==> src/rtl/pll_search_pkg.sv <==
// Shared limits, widths and types for the divider search unit.
// Assumes a fixed 96 MHz reference and a fixed p2 of 10.
package pll_search_pkg;
    localparam longint unsigned REF_HZ  = 64'd96_000_000;
    localparam int P2_FIX  = 10;
    localparam int N_MIN   = 3;
    localparam int N_MAX   = 8;
    localparam int M_MIN   = 70;
    localparam int M_MAX   = 120;
    localparam int M1_MIN  = 10;
    localparam int M1_MAX  = 20;
    localparam int M2_MIN  = 5;
    localparam int M2_MAX  = 9;
    localparam int P_MIN   = 5;
    localparam int P_MAX   = 80;
    localparam int P1_MIN  = 1;
    localparam int P1_MAX  = 8;
    localparam longint unsigned DOT_MIN = 64'd20_000_000;
    localparam longint unsigned DOT_MAX = 64'd400_000_000;
    localparam longint unsigned VCO_MIN = 64'd1_400_000_000;
    localparam longint unsigned VCO_MAX = 64'd2_800_000_000;

    localparam int FW  = 8;       // width of one divider field
    localparam int WW  = 3 * FW;  // packed divisor word width
    localparam int AW  = 36;      // dividend width (REF_HZ * m)
    localparam int DVW = 10;      // divisor width (n * p)
    localparam int TW  = 32;      // target / difference width

    typedef logic [FW-1:0] fld_t;

    typedef struct packed {
        fld_t n;
        fld_t m1;
        fld_t m2;
        fld_t p1;
    } cand_t;

    typedef enum logic [1:0] {ST_IDLE, ST_CHECK, ST_DIV} st_t;
endpackage

==> src/rtl/pll_mult_select.sv <==
// Chooses the DAC multiplier from the pixel clock and forms the target in Hz.
// Purely combinational; flags requests below the 25 MHz floor.
module pll_mult_select #(
    parameter int PIX_W = 20,
    parameter int TW    = 32
) (
    input  logic [PIX_W-1:0] pix_khz,
    output logic [2:0]       mult,
    output logic [TW-1:0]    target_hz,
    output logic             too_slow
);
    localparam logic [PIX_W-1:0] K_FLOOR = PIX_W'(25000);
    localparam logic [PIX_W-1:0] K_MID   = PIX_W'(50000);
    localparam logic [PIX_W-1:0] K_HIGH  = PIX_W'(100000);

    // Band selection and target product.
    always_comb begin
        if (pix_khz >= K_HIGH)     mult = 3'd1;
        else if (pix_khz >= K_MID) mult = 3'd2;
        else                       mult = 3'd4;
        too_slow  = (pix_khz < K_FLOOR);
        target_hz = TW'(64'(pix_khz) * 64'd1000 * 64'(mult));
    end
endmodule

==> src/rtl/pll_cand_walker.sv <==
// Steps through the divider space in a fixed order: n rising outermost,
// then m1, m2 and p1 falling. Holds its position while step is low.
module pll_cand_walker
    import pll_search_pkg::*;
(
    input  logic  clk,
    input  logic  rst_n,
    input  logic  load,
    input  logic  step,
    output cand_t cand,
    output logic  last
);
    localparam cand_t FIRST = '{n: FW'(N_MIN), m1: FW'(M1_MAX), m2: FW'(M2_MAX), p1: FW'(P1_MAX)};

    // Position register with nested wrap-around counting.
    always_ff @(posedge clk) begin
        if (!rst_n || load) begin
            cand <= FIRST;
        end else if (step) begin
            if (cand.p1 > FW'(P1_MIN)) begin
                cand.p1 <= cand.p1 - 1'b1;
            end else begin
                cand.p1 <= FW'(P1_MAX);
                if (cand.m2 > FW'(M2_MIN)) begin
                    cand.m2 <= cand.m2 - 1'b1;
                end else begin
                    cand.m2 <= FW'(M2_MAX);
                    if (cand.m1 > FW'(M1_MIN)) begin
                        cand.m1 <= cand.m1 - 1'b1;
                    end else begin
                        cand.m1 <= FW'(M1_MAX);
                        cand.n  <= cand.n + 1'b1;
                    end
                end
            end
        end
    end

    // Final position of the walk.
    always_comb last = (cand.n == FW'(N_MAX)) && (cand.m1 == FW'(M1_MIN)) &&
                       (cand.m2 == FW'(M2_MIN)) && (cand.p1 == FW'(P1_MIN));
endmodule

==> src/rtl/pll_cand_check.sv <==
// Screens a candidate on every limit that needs no division (m, p, m1>m2,
// VCO window via cross-multiplication) and prepares the dot-clock division.
module pll_cand_check
    import pll_search_pkg::*;
(
    input  cand_t           cand,
    output logic            ok,
    output logic [AW-1:0]   dividend,
    output logic [DVW-1:0]  divisor
);
    logic [63:0] m_v, p_v, n_v, a_v;

    // floor(a/n) in [lo,hi]  <=>  a >= lo*n  and  a < (hi+1)*n.
    always_comb begin
        m_v = 64'(cand.m1) * 64'd5 + 64'(cand.m2);
        p_v = 64'(cand.p1) * 64'(P2_FIX);
        n_v = 64'(cand.n);
        a_v = REF_HZ * m_v;
        ok  = (cand.m1 > cand.m2) &&
              (m_v >= 64'(M_MIN)) && (m_v <= 64'(M_MAX)) &&
              (p_v >= 64'(P_MIN)) && (p_v <= 64'(P_MAX)) &&
              (a_v >= VCO_MIN * n_v) && (a_v < (VCO_MAX + 64'd1) * n_v);
        dividend = AW'(a_v);
        divisor  = DVW'(n_v * p_v);
    end
endmodule

==> src/rtl/pll_iter_div.sv <==
// Restoring divider retiring RB quotient bits per cycle. Assumes a non-zero
// divisor; vld pulses once, STEPS cycles after start.
module pll_iter_div #(
    parameter int AW  = 36,
    parameter int DVW = 10,
    parameter int RB  = 4
) (
    input  logic           clk,
    input  logic           rst_n,
    input  logic           start,
    input  logic [AW-1:0]  dividend,
    input  logic [DVW-1:0] divisor,
    output logic [AW-1:0]  quo,
    output logic           vld
);
    localparam int STEPS = (AW + RB - 1) / RB;
    localparam int PW    = STEPS * RB;
    localparam int RW    = DVW + 1;
    localparam int CW    = $clog2(STEPS + 1);

    logic [PW-1:0]  work, work_n;
    logic [RW-1:0]  rem, rem_n;
    logic [DVW-1:0] den;
    logic [AW-1:0]  quo_n;
    logic [CW-1:0]  cnt;
    logic           run;

    // RB unrolled shift-subtract stages for one cycle.
    always_comb begin
        logic [RW-1:0] sh;
        rem_n  = rem;
        work_n = work;
        quo_n  = quo;
        for (int k = 0; k < RB; k++) begin
            sh     = {rem_n[RW-2:0], work_n[PW-1]};
            work_n = work_n << 1;
            if (sh >= {1'b0, den}) begin
                rem_n = sh - {1'b0, den};
                quo_n = {quo_n[AW-2:0], 1'b1};
            end else begin
                rem_n = sh;
                quo_n = {quo_n[AW-2:0], 1'b0};
            end
        end
    end

    // Operand load, step sequencing and completion pulse.
    always_ff @(posedge clk) begin
        if (!rst_n) begin
            work <= '0;
            rem  <= '0;
            den  <= '0;
            quo  <= '0;
            cnt  <= '0;
            run  <= 1'b0;
            vld  <= 1'b0;
        end else begin
            vld <= 1'b0;
            if (start) begin
                work <= PW'(dividend);
                rem  <= '0;
                den  <= divisor;
                quo  <= '0;
                cnt  <= CW'(STEPS);
                run  <= 1'b1;
            end else if (run) begin
                work <= work_n;
                rem  <= rem_n;
                quo  <= quo_n;
                cnt  <= cnt - 1'b1;
                if (cnt == CW'(1)) begin
                    run <= 1'b0;
                    vld <= 1'b1;
                end
            end
        end
    end
endmodule

==> src/rtl/pll_div_search.sv <==
// Top of the divider search unit. Sequences walker, screen and divider,
// keeps the exact or nearest-above candidate, and gates results with found.
// Assumes start is ignored while busy and results hold until the next start.
module pll_div_search
    import pll_search_pkg::*;
#(
    parameter int PIX_W  = 20,
    parameter int DIV_RB = 4
) (
    input  logic                          clk,
    input  logic                          rst_n,
    input  logic                          start,
    input  logic [PIX_W-1:0]              pix_khz,
    output logic                          busy,
    output logic                          done,
    output logic                          found,
    output logic                          bad_clk,
    output logic [pll_search_pkg::FW-1:0] n_o,
    output logic [pll_search_pkg::FW-1:0] m1_o,
    output logic [pll_search_pkg::FW-1:0] m2_o,
    output logic [pll_search_pkg::FW-1:0] p1_o,
    output logic [pll_search_pkg::FW-1:0] p2_o,
    output logic [2:0]                    mult_o,
    output logic [pll_search_pkg::WW-1:0] div_word
);
    st_t             st;
    logic [2:0]      sel_mult, mult_q;
    logic [TW-1:0]   sel_target, target_q, best_diff, diff;
    logic            sel_slow, found_q, bad_q, done_q;
    cand_t           cand, best;
    logic            last, cand_ok, div_vld;
    logic            walk_load, walk_step, div_go;
    logic [AW-1:0]   dvd, dot;
    logic [DVW-1:0]  dvs;
    logic            in_range, is_exact, better;

    pll_mult_select #(.PIX_W(PIX_W), .TW(TW)) u_mult (
        .pix_khz(pix_khz), .mult(sel_mult), .target_hz(sel_target), .too_slow(sel_slow)
    );

    pll_cand_walker u_walk (
        .clk(clk), .rst_n(rst_n), .load(walk_load), .step(walk_step), .cand(cand), .last(last)
    );

    pll_cand_check u_chk (
        .cand(cand), .ok(cand_ok), .dividend(dvd), .divisor(dvs)
    );

    pll_iter_div #(.AW(AW), .DVW(DVW), .RB(DIV_RB)) u_div (
        .clk(clk), .rst_n(rst_n), .start(div_go), .dividend(dvd), .divisor(dvs),
        .quo(dot), .vld(div_vld)
    );

    // Judge the divided dot clock against range, target and running best.
    always_comb begin
        in_range = (dot >= AW'(DOT_MIN)) && (dot <= AW'(DOT_MAX));
        is_exact = in_range && (dot == AW'(target_q));
        diff     = TW'(dot - AW'(target_q));
        better   = in_range && (dot > AW'(target_q)) && (diff < best_diff);
    end

    // Walker and divider control strobes.
    always_comb begin
        walk_load = (st == ST_IDLE) && start && !sel_slow;
        div_go    = (st == ST_CHECK) && cand_ok;
        walk_step = ((st == ST_CHECK) && !cand_ok && !last) ||
                    ((st == ST_DIV) && div_vld && !is_exact && !last);
    end

    // Search sequencer and result registers.
    always_ff @(posedge clk) begin
        if (!rst_n) begin
            st        <= ST_IDLE;
            mult_q    <= '0;
            target_q  <= '0;
            best      <= '0;
            best_diff <= '1;
            found_q   <= 1'b0;
            bad_q     <= 1'b0;
            done_q    <= 1'b0;
        end else begin
            done_q <= 1'b0;
            case (st)
                ST_IDLE: begin
                    if (start) begin
                        found_q   <= 1'b0;
                        bad_q     <= sel_slow;
                        best      <= '0;
                        best_diff <= '1;
                        target_q  <= sel_target;
                        mult_q    <= sel_mult;
                        if (sel_slow) done_q <= 1'b1;
                        else          st     <= ST_CHECK;
                    end
                end
                ST_CHECK: begin
                    if (cand_ok) begin
                        st <= ST_DIV;
                    end else if (last) begin
                        done_q  <= 1'b1;
                        found_q <= (best.n != '0);
                        st      <= ST_IDLE;
                    end
                end
                ST_DIV: begin
                    if (div_vld) begin
                        if (is_exact) begin
                            best    <= cand;
                            found_q <= 1'b1;
                            done_q  <= 1'b1;
                            st      <= ST_IDLE;
                        end else begin
                            if (better) begin
                                best      <= cand;
                                best_diff <= diff;
                            end
                            if (last) begin
                                done_q  <= 1'b1;
                                found_q <= better || (best.n != '0);
                                st      <= ST_IDLE;
                            end else begin
                                st <= ST_CHECK;
                            end
                        end
                    end
                end
                default: st <= ST_IDLE;
            endcase
        end
    end

    // Outputs: results are visible only when a candidate qualified.
    always_comb begin
        busy     = (st != ST_IDLE);
        done     = done_q;
        found    = found_q;
        bad_clk  = bad_q;
        n_o      = found_q ? best.n  : '0;
        m1_o     = found_q ? best.m1 : '0;
        m2_o     = found_q ? best.m2 : '0;
        p1_o     = found_q ? best.p1 : '0;
        p2_o     = found_q ? FW'(P2_FIX) : '0;
        mult_o   = found_q ? mult_q : '0;
        div_word = found_q ? {best.n - FW'(2), best.m1 - FW'(2), best.m2 - FW'(2)} : '0;
    end
endmodule

==> config.mk <==
export PLATFORM = sky130hd
export DESIGN_NAME = pll_div_search
export DESIGN_NICKNAME = d
export VERILOG_FILES = /design/src/rtl/pll_search_pkg.sv /design/src/rtl/pll_mult_select.sv /design/src/rtl/pll_cand_walker.sv /design/src/rtl/pll_cand_check.sv /design/src/rtl/pll_iter_div.sv /design/src/rtl/pll_div_search.sv
export SDC_FILE = /design/constraint.sdc
export NUM_CORES = 1
export LEC_CHECK = 0
export ABC_CLOCK_PERIOD_IN_PS = 10080
export BUFFER_PORTS_ARGS = -buffer_cell sky130_fd_sc_hd__clkbuf_2
export CAP_MARGIN = 20
export CORE_ASPECT_RATIO = 1.5
export CORE_UTILIZATION = 50
export DETAILED_ROUTE_END_ITERATION = 16
export PLACE_DENSITY = 0.79
export SYNTH_ARGS = -nofsm -noshare
export SYNTH_HDL_FRONTEND = slang
export SYNTH_HIERARCHICAL = 1
export SYNTH_SLANG_ARGS = --single-unit
==> constraint.sdc <==
create_clock -name clk -period 10.08 [get_ports clk]
set_input_delay 0.504 -clock clk [delete_from_list [all_inputs] [get_ports clk]]
set_output_delay 0.504 -clock clk [all_outputs]
set_load 0.005 [all_outputs]
==> flow_summary.rst, run 1 <==
.. list-table::
   :header-rows: 1

   * - Metric
     - Value
   * - All-layer global routing usage
     - 26.3%
   * - Post-layout min period
     - 9.78 ns
   * - Via count of the first global-routing pass
     - 28169
   * - Sink Count
     - 234
   * - Multi-input gate area in the final layout
     - 25200 um^2
   * - Layout net count
     - 4757
   * - Number of cells after detailed placement
     - 4824
   * - Critical path launch point
     - u_walk/cand[19]$_SDFFE_PP0P_
   * - Static leakage power
     - 17.0 nW
   * - DRC
     - 0
   * - Max-cap check violation count
     - 0
   * - Cells taking the most area after synthesis
     - ha_1 (20%), dfxtp_1 (14%), fa_1 (14%)
   * - Pre-CTS setup slack
     - -0.245 ns
   * - Synth Area in Adders
     - 33.3%
   * - Worst hold slack
     - 0.451 ns
   * - Post-route non-filler standard cell count
     - 4888
   * - Detail Placement HPWL
     - 70.7 mm
   * - Post-synthesis area per instance
     - 8.27 um^2
   * - HP Class
     - flip-flop to flip-flop
   * - Arrival time worst endpoint
     - 10.27 ns
   * - Post-detailed-route wirelength per cell
     - 18.0 um
   * - Die height
     - 314 um
   * - Classification of the worst setup path
     - flip-flop to flip-flop
   * - Critical Path End Type
     - flip-flop
   * - Data required time at the worst endpoint
     - 10.57 ns
   * - Yosys synthesis warning count
     - 6
   * - ANT cells
     - 0
   * - Filler Cells Inserted
     - 5914
   * - CTS Root Buffer Type
     - clkbuf_16
   * - Area of all placed cells without fillers
     - 35300 um^2
   * - Most frequent CP cell
     - a21o_1
   * - Number of placement rows
     - 114
   * - Number of instances in the synthesized netlist
     - 3925
   * - Count of boundary I/O pins
     - 94
   * - Area growth, synth to finish
     - 8.67%
   * - Pre-antenna DRT Iters
     - 6
   * - Clock insertion delay at the later pin of the skew report
     - 0.58 ns
   * - Final worst slack
     - 0.302 ns
   * - Worst setup slack for register-to-register paths
     - 0.30 ns
   * - Worst Setup EP
     - u_walk/cand[2]$_SDFFE_PP0P_
   * - Floorplan Core Area
     - 64300 um^2
   * - Most area-hungry cell type in the Yosys netlist
     - ha_1
   * - CTS tree
     - done
   * - Worst ir drop on vdd
     - 200 uV
   * - Max Freq
     - 0.102 GHz
   * - Total Wirelength
     - 88.0 mm
   * - Worst Path Max Fanout
     - 6
   * - Final setup viols
     - 0
   * - Buffer levels on the longest clock path
     - 3
   * - Most instantiated flip-flop cell in the synthesis netlist
     - dfxtp_1
   * - Transition time of the tightest slew-check pin
     - 1.08 ns
   * - Mux share of post-synthesis cell area
     - 3.09%
   * - Share of flip-flops with an asynchronous set or reset after synthesis
     - 0%
   * - Element type at the critical path start
     - flip-flop
   * - Clock-pin slew of the registers on the worst-case setup and hold paths
     - 0.07 ns
   * - Vias after detailed routing
     - 28165
   * - Final weighted congestion in routability-driven placement
     - 0.980
   * - Share of the yosys chip area belonging to registers
     - 14.4%
   * - Max-slew violation count
     - 0
   * - Final ANT Viol Nets
     - 0
   * - Footprint of the flip-flops and latches
     - 4690 um^2
   * - Placed Area
     - 34000 um^2
   * - Share of final-layout standard cells stronger than drive strength 1
     - 9.83%
   * - Delay of the slowest cell on the worst path
     - 0.55 ns
   * - Global-route wire length before repair
     - 141 mm
   * - 1st-iter DRT viols
     - 1720
   * - Combinational family with the most area after synthesis
     - adder cells
   * - Fraction of the mapped netlist area in simple logic gates
     - 16.8%
   * - Maximum level of the CTS H-tree
     - 1
   * - Pwr Density
     - 166 nW/um^2
   * - Die Wd
     - 210 um
   * - Area share of xor/xnor cells in the synthesized design
     - 5.53%
   * - Overall die area
     - 66000 um^2
   * - Synthesis-stage register bit count
     - 234
   * - Max_slew headroom
     - 26.2%
   * - Status
     - finished clean
   * - Initial Utilization
     - 50.5%
   * - Via-per-instance ratio
     - 5.76
   * - FF-to-FF Start
     - u_walk/cand[19]$_SDFFE_PP0P_
   * - Number of enable-type register cells in the synthesized netlist
     - 0
   * - IO buf count
     - 87
   * - Area share of the leading cell type in the synthesized netlist
     - 19.8%
   * - Total global routing overflow
     - 0
   * - Worst-case clock skew
     - 0.0178 ns
   * - Distinct cell type count after synthesis
     - 110
   * - Cells on worst reg2reg path
     - 44
   * - Combined area of all synthesized cells
     - 32500 um^2
   * - Library cell contributing the largest single delay on the critical path
     - fa_1
   * - Post-synthesis compound-gate area fraction
     - 17.5%
   * - Final hold violations
     - 0
   * - Pin count of the biggest net entering global routing
     - 80
   * - Number of antenna violations at the first check in global routing
     - 1
   * - Endpoint of the most critical register-to-register path
     - u_walk/cand[2]$_SDFFE_PP0P_
   * - Total CTS buffers
     - 23
   * - Final worst-path cycle share
     - 97.0%
[cell usage after synthesis (73+ instances only)]
library cell / instances
inv_1: 548
ha_1: 514
nand2_1: 353
dfxtp_1: 234
fa_1: 219
a21oi_1: 211
nor2_1: 173
o21ai_0: 161
xnor2_1: 132
and2_1: 126
a21o_1: 103
clkbuf_1: 97
mux2i_1: 85
nand4_1: 75
xor2_1: 73
[power breakdown]
part / internal, W / switching, W / total [W]
sequential: 0.000966 / 0.0000333 / 0.000999
combinational: 0.00160 / 0.00232 / 0.00392
clock: 0.000521 / 0.000412 / 0.000933
total: 0.00309 / 0.00277 / 0.00585
[flip-flops by register name, indices dropped and copies added (netlist names), 4 cells and up]
signal / count
best: 32
u_div/cnt: 4
u_div/den: 10
u_div/work: 36
u_walk/cand: 32
target_q: 32
u_div/rem: 10
u_div/quo: 36
best_diff: 32
[worst min-delay path by stage]
| stage | startpoint | to | cells past startpoint |
|---|---|---|---|
| final | mult_q[1]$_SDFFE_PN0P_ | mult_q[1]$_SDFFE_PN0P_ | 2 |
| after global routing | target_q[27]$_SDFFE_PN0P_ | target_q[27]$_SDFFE_PN0P_ | 2 |
| after CTS | mult_q[1]$_SDFFE_PN0P_ | mult_q[1]$_SDFFE_PN0P_ | 2 |
| after detailed placement | mult_q[1]$_SDFFE_PN0P_ | mult_q[1]$_SDFFE_PN0P_ | 2 |
| after global placement | mult_q[0]$_SDFFE_PN0P_ | mult_q[0]$_SDFFE_PN0P_ | 2 |
| after floorplan | mult_q[0]$_SDFFE_PN0P_ | mult_q[0]$_SDFFE_PN0P_ | 2 |
[logic make-up (layout without fill, tap and decap cells)]
group	Yosys count	count (layout)
compound gates	839	839
xor+xnor	205	205
fa+ha+maj	734	734
buf+inv	735	810
flops	234	234
mux	98	98
other cells	3	21
simple gates	1077	1077
[per-stage QoR]
stage | util [%] | power (W) | TNS [ns]
after global routing | 54.9 | 0.00641 | -0.267
after global placement | 52.8 | 0.00478 | -0.324
final | 54.9 | 0.00585 | 0
after floorplan | - | 0.00411 | -0.000552
after CTS | 54.2 | 0.00583 | 0
after detailed placement | 52.8 | 0.00486 | -4.97
[per-layer routing]
layer	track usage, %	vias to the layer above	wire length, um
met5	0	-	0
met4	15.4	0	5400
met3	1.93	273	3170
met2	50.5	772	46300
met1	28.0	13538	33200
li1	-	13582	-
[placed cells by master, fill, tap and decap left out, drive strengths merged, types with 42 or more instances in the layout]
cell    count
inv       550
xnor2     132
clkbuf    118
xor2       73
buf       127
mux2i      87
nand2     355
dfxtp     234
nor2      173
nand3      67
a21o      103
nor3       65
nand4      77
o211ai     56
nor4       42
a31oi      52
fa        219
a211oi     50
ha        514
and2      128
o21ai     172
a21oi     218
[critical path, delay by kind of cell (launching register included)]
family	cells	cell delay, ns
simple gates	6	0.89
xor+xnor	3	0.52
compound gates	20	3.84
flops	1	0.31
buf+inv	5	0.64
fa+ha+maj	10	3.48
[layout make-up]
cell class              instances  area share [%]
clock buffers                  30            1.76
multi-input cells            2974            71.4
repair buffers                216            4.15
well taps                     870            3.08
inverters                     552            5.87
clock inverters                12           0.482
flip-flops and latches        234            13.3
[timing repair]
action                     4_1_cts  5_1_grt
setup buffers                    4       16
cloned                           1        0
hold buffers                     0        0
hold endpoints to repair         0        0
gates resized for setup          9       54
pin swaps                        6       36
setup endpoints to repair      107      132
No activity file was read; power rests on OpenSTA's default activity.
==> run 2, diff against run 1 <==
--- a/config.mk
+++ b/config.mk
@@ -6,7 +6,7 @@
 export NUM_CORES = 1
 export LEC_CHECK = 0
 export ABC_CLOCK_PERIOD_IN_PS = 10080
-export BUFFER_PORTS_ARGS = -buffer_cell sky130_fd_sc_hd__clkbuf_2
+export BUFFER_PORTS_ARGS = -buffer_cell sky130_fd_sc_hd__buf_2
 export CAP_MARGIN = 20
 export CORE_ASPECT_RATIO = 1.5
 export CORE_UTILIZATION = 50
==> run 2 against run 1 <==
Compared with the run above:
- clock power up 2.4%
- sequential share of layout area down 0.057 points
- combinational power about the same
- sequential cell count unchanged
- cell area up 0.51%
- non-clock buffer count up 20
- via count up 0.35%
- hold slack better by 0.0043 ns
- highest routed layer is now met5
==> flow_summary.rst, run 2 (synthesis results as in run 1) <==
.. list-table::
   :header-rows: 1

   * - Metric
     - Value
   * - CTS tree
     - done
   * - Post-detailed-route wirelength per cell
     - 18.1 um (+0.72%)
   * - Clock insertion delay at the later pin of the skew report
     - 0.58 ns (about the same)
   * - Max-slew violation count
     - 0 (unchanged)
   * - Static leakage power
     - 17.1 nW (+0.67%)
   * - IO buf count
     - 87 (unchanged)
   * - Initial Utilization
     - 50.5% (unchanged)
   * - Most frequent CP cell
     - a21oi_2
   * - CP bufs+invs
     - 5 (unchanged)
   * - Clock Power Share
     - 16.3% (+0.4 points)
   * - Worst path top cell family by delay
     - adder cells
   * - Pwr Density
     - 165 nW/um^2 (-0.30%)
   * - Worst ir drop on vdd
     - 152 uV (-24%)
   * - Switching Fraction
     - 47.0% (-0.28 points)
   * - Most common cell after layout, fill and taps aside
     - inv_1
   * - Data required time at the worst endpoint
     - 10.58 ns (about the same)
   * - HP Class
     - flip-flop to flip-flop
   * - Clock-pin slew of the registers on the worst-case setup and hold paths
     - 0.07 ns (about the same)
   * - Worst-case clock skew
     - 0.0331 ns (+0.0153 ns)
   * - Count of boundary I/O pins
     - 94 (unchanged)
   * - Combinational Power Share
     - 66.8% (-0.2 points)
   * - Number of antenna violations at the first check in global routing
     - 3 (+2)
   * - DRC
     - 0 (unchanged)
   * - Final weighted congestion in routability-driven placement
     - 0.982 (+0.26%)
   * - Sequential Power Share
     - 16.9% (-0.2 points)
   * - Global-route wire length before repair
     - 141 mm (+0.11%)
   * - NetSw
     - 0.00276 W (-0.39%)
   * - Final worst-path cycle share
     - 97.2% (+0.14 points)
   * - Share of final-layout standard cells stronger than drive strength 1
     - 10.4% (+0.55 points)
   * - Top flop regs
     - u_div/quo x36, u_div/work x36
   * - Library cell contributing the largest single delay on the critical path
     - fa_2
   * - Area growth, synth to finish
     - 9.23%
   * - Total CTS buffers
     - 23 (unchanged)
   * - Worst hold slack
     - 0.455 ns (+0.00427 ns)
   * - Detail Placement HPWL
     - 71.1 mm (+0.62%)
   * - Worst Path Max Fanout
     - 8 (+2)
   * - Transition time of the tightest slew-check pin
     - 1.28 ns (+0.205 ns)
   * - Max_slew headroom
     - 13.1% (-13 points)
   * - Number of placement rows
     - 114 (unchanged)
   * - Via count of the first global-routing pass
     - 28154 (-0.053%)
   * - Arrival time worst endpoint
     - 10.29 ns (+0.02 ns)
   * - Final ANT Viol Nets
     - 0 (unchanged)
   * - Delay of the slowest cell on the worst path
     - 0.57 ns (+0.02 ns)
   * - Placed Area
     - 34200 um^2 (+0.71%)
   * - Floorplan Core Area
     - 64300 um^2 (unchanged)
   * - Die height
     - 314 um (unchanged)
   * - Total Wirelength
     - 89.0 mm (+1.1%)
   * - Total Neg Setup Slack
     - 0 ns (unchanged)
   * - Total global routing overflow
     - 0 (unchanged)
   * - Vias after detailed routing
     - 28264 (+0.35%)
   * - Buffer levels on the longest clock path
     - 3 (unchanged)
   * - All-layer global routing usage
     - 26.5% (+0.19 points)
   * - Pin count of the biggest net entering global routing
     - 84 (+5.0%)
   * - Overall die area
     - 66000 um^2 (unchanged)
   * - Area of all placed cells without fillers
     - 35500 um^2 (+0.51%)
   * - Post-layout min period
     - 9.79 ns (+0.0144 ns)
   * - Leading cell types in the layout, fill and taps excluded
     - inv_1 (545), ha_1 (498), nand2_1 (351), dfxtp_1 (229), fa_1 (217)
   * - Sink Count
     - 234 (unchanged)
   * - Classification of the worst setup path
     - flip-flop to flip-flop
   * - Die Wd
     - 210 um (unchanged)
   * - Filler Cells Inserted
     - 5818 (-1.6%)
   * - Via-per-instance ratio
     - 5.76 (about the same)
   * - Critical Path End Type
     - flip-flop
   * - CTS Root Buffer Type
     - clkbuf_16
   * - Pre-antenna DRT Iters
     - 5 (-1)
   * - Element type at the critical path start
     - flip-flop
   * - Final hold violations
     - 0 (unchanged)
   * - Maximum level of the CTS H-tree
     - 1 (unchanged)
   * - Max Freq
     - 0.102 GHz (-0.15%)
   * - Layout net count
     - 4777 (+0.42%)
   * - Status
     - finished clean
   * - 1st-iter DRT viols
     - 1626 (-5.5%)
   * - Max-cap check violation count
     - 0 (unchanged)
   * - Internal power
     - 0.00311 W (+0.75%)
   * - Final setup viols
     - 0 (unchanged)
==> run 2: cell count changes in the layout (fill, tap and decap cells not counted), sizes merged <==
cell / before / now
buf: 127 / 236
bufbuf: 1 / 0
clkbuf: 118 / 32
clkinv: 9 / 7
clkinvlp: 2 / 1
diode: 0 / 1
==> run 2: metrics by stage <==
step	worst slack, ns	power [W]	util (%)	instances
after floorplan	-0.000552	0.00411	-	3943
after global placement	-0.136	0.00479	53.2	4853
after detailed placement	-0.302	0.00486	53.2	4853
after CTS	0.0263	0.00584	54.6	4897
after global routing	-0.124	0.00645	55.1	4907
final	0.287	0.00587	55.1	4908
==> run 2: worst reg2reg max path, delay by kind of cell, from the launching register on <==
| family | cells | cell delay (ns) |
|---|---|---|
| XOR/XNOR | 3 | 0.51 |
| flip-flops | 1 | 0.32 |
| buffers and inverters | 5 | 0.54 |
| AND/OR/NAND/NOR | 7 | 1.49 |
| AO/OA/AOI/OAI | 20 | 3.35 |
| adder cells (fa/ha/maj) | 10 | 3.51 |
==> run 2: final timing paths <==
path	startpoint	end	slack (ns)	cells after the start
max reg2reg	u_walk/cand[16]$_SDFFE_PP0P_	u_walk/cand[30]$_SDFFE_PP0P_	0.29	45
min	target_q[21]$_SDFFE_PN0P_	target_q[21]$_SDFFE_PN0P_	0.46	2
max	u_walk/cand[16]$_SDFFE_PP0P_	u_walk/cand[30]$_SDFFE_PP0P_	0.29	45
min reg2reg	target_q[21]$_SDFFE_PN0P_	target_q[21]$_SDFFE_PN0P_	0.46	2
==> run 2: what timing repair did <==
item / CTS / global route
buffers inserted: 3 / 10
endpoints found under the setup margin: 29 / 133
resized for setup: 10 / 59
pin swaps: 3 / 38
hold buffers: 0 / 0
==> run 2: power by group through the flow <==
stage / Combinational [W] / Clock [W] / Sequential [W]
floorplan: 0.00310 / 0 / 0.00101
global placement: 0.00378 / 0 / 0.00101
detailed placement: 0.00385 / 0 / 0.00101
CTS: 0.00388 / 0.000967 / 0.000993
global route: 0.00445 / 0.000998 / 0.000998
finish: 0.00392 / 0.000955 / 0.000994
==> run 2: routing by layer <==
metal / up-vias / part of all wire [%] / global-route usage (%)
li1: 13603 / - / -
met1: 13522 / 37 / 27.6
met3: 315 / 4.0 / 2.28
met4: 2 / 6.6 / 16.3
met2: 822 / 52 / 50.9
met5: - / 0.018 / 0
==> run 2: area by class of cell <==
class / instances / area, um^2 / share of cell area (%)
flip-flops and latches: 234 / 4690 / 13.2
diodes: 1 / 2.50 / 0.00706
well taps: 870 / 1090 / 3.07
multi-input cells: 2974 / 25200 / 71.0
inverters: 552 / 2070 / 5.84
repair buffers: 236 / 1620 / 4.58
clock inverters: 9 / 145 / 0.409
clock buffers: 32 / 669 / 1.89
